===== src/rtl/xcvr_pkg.sv =====
package xcvr_pkg;

  // Strobes from a direction's control decode to its data path.
  typedef struct packed {
    logic latchOpen;  // bank loads its input on each rising edge; output bypasses
    logic drive;      // far-port output enable
  } dirStrobe_t;

endpackage


===== src/rtl/xcvr_dir_ctrl.sv =====
module xcvr_dir_ctrl
  import xcvr_pkg::*;
(
  input  logic       enN,
  input  logic       latchN,
  input  logic       driveN,
  output dirStrobe_t strobe
);

  logic enActive;

  assign enActive = ~enN;

  always_comb begin
    strobe.latchOpen = enActive & ~latchN;
    strobe.drive     = enActive & ~driveN;
  end

endmodule


===== src/rtl/xcvr_latch_bank.sv =====
module xcvr_latch_bank
  import xcvr_pkg::*;
#(
  parameter int W = 8
) (
  input  logic         clk,
  input  logic         rst_n,
  input  dirStrobe_t   strobe,
  input  logic [W-1:0] dIn,
  output logic [W-1:0] dOut,
  output logic [W-1:0] dOe
);

  logic [W-1:0] stored;

  // One sampler per bit, so each bit can be mapped to its own cell.
  for (genvar i = 0; i < W; i++) begin : g_bit
    always_ff @(posedge clk or negedge rst_n) begin
      if (!rst_n)                stored[i] <= 1'b0;
      else if (strobe.latchOpen) stored[i] <= dIn[i];
    end
    assign dOut[i] = strobe.latchOpen ? dIn[i] : stored[i];
    assign dOe[i]  = strobe.drive;
  end

endmodule


===== src/rtl/latched_bus_xcvr.sv =====
module latched_bus_xcvr
  import xcvr_pkg::*;
#(
  parameter int W = 8
) (
  input  logic         clk,
  input  logic         rst_n,
  input  logic [W-1:0] aIn,
  output logic [W-1:0] aOut,
  output logic [W-1:0] aOe,
  input  logic [W-1:0] bIn,
  output logic [W-1:0] bOut,
  output logic [W-1:0] bOe,
  input  logic         abEnN,
  input  logic         abLatchN,
  input  logic         abDriveN,
  input  logic         baEnN,
  input  logic         baLatchN,
  input  logic         baDriveN
);

  dirStrobe_t abStrobe;
  dirStrobe_t baStrobe;

  xcvr_dir_ctrl u_abCtrl (
    .enN    (abEnN),
    .latchN (abLatchN),
    .driveN (abDriveN),
    .strobe (abStrobe)
  );

  xcvr_dir_ctrl u_baCtrl (
    .enN    (baEnN),
    .latchN (baLatchN),
    .driveN (baDriveN),
    .strobe (baStrobe)
  );

  xcvr_latch_bank #(.W(W)) u_abBank (
    .clk    (clk),
    .rst_n  (rst_n),
    .strobe (abStrobe),
    .dIn    (aIn),
    .dOut   (bOut),
    .dOe    (bOe)
  );

  xcvr_latch_bank #(.W(W)) u_baBank (
    .clk    (clk),
    .rst_n  (rst_n),
    .strobe (baStrobe),
    .dIn    (bIn),
    .dOut   (aOut),
    .dOe    (aOe)
  );

endmodule


===== config.mk =====
export PLATFORM = sky130hd
export DESIGN_NAME = latched_bus_xcvr
export DESIGN_NICKNAME = d
export VERILOG_FILES = /design/src/rtl/xcvr_pkg.sv /design/src/rtl/xcvr_dir_ctrl.sv /design/src/rtl/xcvr_latch_bank.sv /design/src/rtl/latched_bus_xcvr.sv
export SDC_FILE = /design/constraint.sdc
export NUM_CORES = 1
export LEC_CHECK = 0
export ABC_AREA = 1
export BUFFER_PORTS_ARGS = -buffer_cell sky130_fd_sc_hd__buf_2
export CORE_MARGIN = 3
export CORE_UTILIZATION = 35
export CTS_CLUSTER_DIAMETER = 40
export DETAILED_ROUTE_END_ITERATION = 10
export PLACE_DENSITY = 0.85
export SETUP_SLACK_MARGIN = 0.5
export SLEW_MARGIN = 0
export SYNTH_ARGS = -nofsm -noshare
export SYNTH_HDL_FRONTEND = slang
export SYNTH_SLANG_ARGS = --single-unit

===== constraint.sdc =====
create_clock -name clk -period 0.8 [get_ports clk]
set_clock_uncertainty 0.15 [all_clocks]
set_input_delay 0.04 -clock clk [delete_from_list [all_inputs] [get_ports clk]]
set_output_delay 0.04 -clock clk [all_outputs]
set_load 0.02 [all_outputs]

==> out/results.tsv <==
metric	value	unit
synth_area_leaders	dfrtp_1 53%, nand2_1 16%, buf_4 15%, o21ai_0 11%, nor2_4 3.0%	
ant_nets	0	
yosys_warnings	0	
track_usage	0.191	
area_delta_synth_final	116	%
crit_path_start_kind	register	
grt_first_pass_wirelength	3.86	mm
final_cells	180	
hold_viol_final	29	
endpoint_kind	primary output	
first_global_vias	864	
path_clk_slew	0.11	ns
status	finished, violations left	
synth_fp_nets	108	
netlist-cell-type-count	7	
dieArea	2750	um^2
synth_edf_count	0	
dp_hpwl	1.44	mm
drtPass1Iterations	4	
finalCritPeriodShare	1.51	
synth_most_common_cell	nand2_1	
cts_tree	done	
holdWs	-0.517	ns
cts.htree.levels	1	
fill_cells	98	
rr_worst_depth	4	
crit_end	aOut[0]	
root_buffer	clkbuf_4	
ys_top_cells_by_count	32 x nand2_1, 16 x dfrtp_1, 16 x o21ai_0, 15 x buf_4	
viasPerCell	4.86	
drtIter0Drc	16	
layout_setup_ws	-0.405	ns
critPathKind	reg -> out	
synth-seq-cells	16	
power_density	1680	nW/um^2
reg2reg_slack	-0.24	ns
synth_seq_area_share	0.531	
cts_inserted_buffers	3	
power	0.00274	W
wl_per_cell	16.6	um
arrival	1.01	ns
post-route-util	0.816	
ir_drop	1.14	mV
setup_violations	43	
start_util	0.377	
worstSkewPairLatency	0.29	ns
dp.cells	152	
drc	0	
diodes	0	
place.gp.congestion	0.792	
max_freq	0.830	GHz
die_width	52.4	um
cp_max_fo	2	
synthFlopType	dfrtp_1	
clock_path_buffers	2	
num_io_pins	56	
hold_path.class	in -> async	
rsz0062_at_grt	true	
worst_slew_pin_slew	0.371	ns
final_layout_size_suffix_gt1_frac	0.784	
grt_overflow	0	
period_needed	1.20	ns
synth_cells	84	
async_flop_share	1.00	
synth_top_cell_by_area	dfrtp_1	
p_leak	0.821	nW
antenna_found_initial	0	
rr_startpoint	u_baBank.stored[0]	
failed_checks	hold timing, setup timing	
drv_cap	0	
crit_start	u_baBank.stored[0]	
die_h	52.4	um
required	0.61	ns
r2r-end	u_baBank.stored[0]	
grt_max_degree	17	
core.rowCount	16	
maxSlewViolCount	0	
vias	875	
syn_area	754	um^2
cts_sinks	16	
finalNetCount	178	
coreArea	2000	um^2
slew_headroom	0.752	
pre_cts_slack	-0.135	ns
synth_top_area_share	0.531	
syn_avg_cell_area	8.98	um^2
port-buffer-count	55	
wirelength	2.98	mm
==> routing by layer <==
layer | up-vias | track usage | wire, um | part of all wire
li1 | 394 | - | - | -
met1 | 439 | 0.228 | 1170 | 0.39
met2 | 36 | 0.326 | 1640 | 0.55
met3 | 6 | 0.0256 | 122 | 0.041
met4 | 0 | 0.102 | 55 | 0.018
met5 | - | 0 | 0 | 0
==> worst min-delay path by stage <==
| stage | start | slack [ns] | cells after the start | to |
|---|---|---|---|---|
| final | rst_n | -0.52 | 1 | u_baBank.stored[7] |
| after global placement | rst_n | -0.19 | 1 | u_abBank.stored[3] |
| after floorplan | rst_n | -0.41 | 0 | u_abBank.stored[0] |
| after detailed placement | rst_n | -0.18 | 1 | u_abBank.stored[2] |
| after CTS | rst_n | -0.49 | 1 | u_abBank.stored[5] |
| after global routing | rst_n | -0.50 | 1 | u_abBank.stored[4] |
==> power by group <==
group | total [W] | switching [W] | leakage [nW] | internal (W)
clock network | 0.000568 | 0.000290 | 0.0210 | 0.000278
logic | 0.00121 | 0.000563 | 0.603 | 0.000649
registers | 0.000965 | 0.0000557 | 0.198 | 0.000909
total | 0.00274 | 0.000909 | 0.821 | 0.00184
==> kinds of logic (layout without fill, tap and decap cells) <==
kind of cell / Yosys count / after routing / synth area share
AO/OA/AOI/OAI: 16 / 16 / 0.106
flip-flops: 16 / 16 / 0.531
AND/OR/NAND/NOR: 36 / 36 / 0.199
buffers and inverters: 16 / 85 / 0.164
==> state kept, by name, indices dropped and copies added, names as in the netlist <==
register and flops:
u_baBank.stored 8, u_abBank.stored 8
==> worst max-delay path, stage by stage, from the launching register on <==
cell	delay, ns
dfrtp_1	0.42
o21ai_2	0.07
nand2_2	0.09
buf_6	0.13
==> layout by cell type, fill, tap and decap left out <==
cell type,instances
nand2_2,16
bufbuf_16,1
buf_12,3
nor2_4,4
dfrtp_1,16
nand2_1,16
buf_8,6
clkbuf_4,3
o21ai_1,1
buf_6,42
o21ai_2,15
buf_4,8
clkbuf_8,1
buf_2,21
==> per-stage QoR <==
| step | area, um^2 | TNS [ns] |
|---|---|---|
| 6_report | 1630 | -8.29 |
| 3_5_place_dp | 1010 | -3.12 |
| 3_3_place_gp | 1010 | -2.38 |
| 4_1_cts | 1480 | -7.55 |
| 5_1_grt | 1630 | -9.65 |
| 2_1_floorplan | 860 | -0.613 |
==> cell type report <==
cell class                 instances  area [um^2]  share of cell area
timing repair buffer              81          821               0.503
sequential                        16          400               0.245
multi-input combinational         52          342               0.209
clock buffer                       4         36.3              0.0222
tap                               27         33.8              0.0207
==> what timing repair did <==
item / CTS / global route
setup endpoints to repair: 48 / 48
pin swaps: 18 / 11
setup buffers: 16 / 7
endpoints found under the hold margin: 32 / 29
gates resized for setup: 83 / 26
gates cloned: 1 / 0
Power figures use the tool's default switching activity.
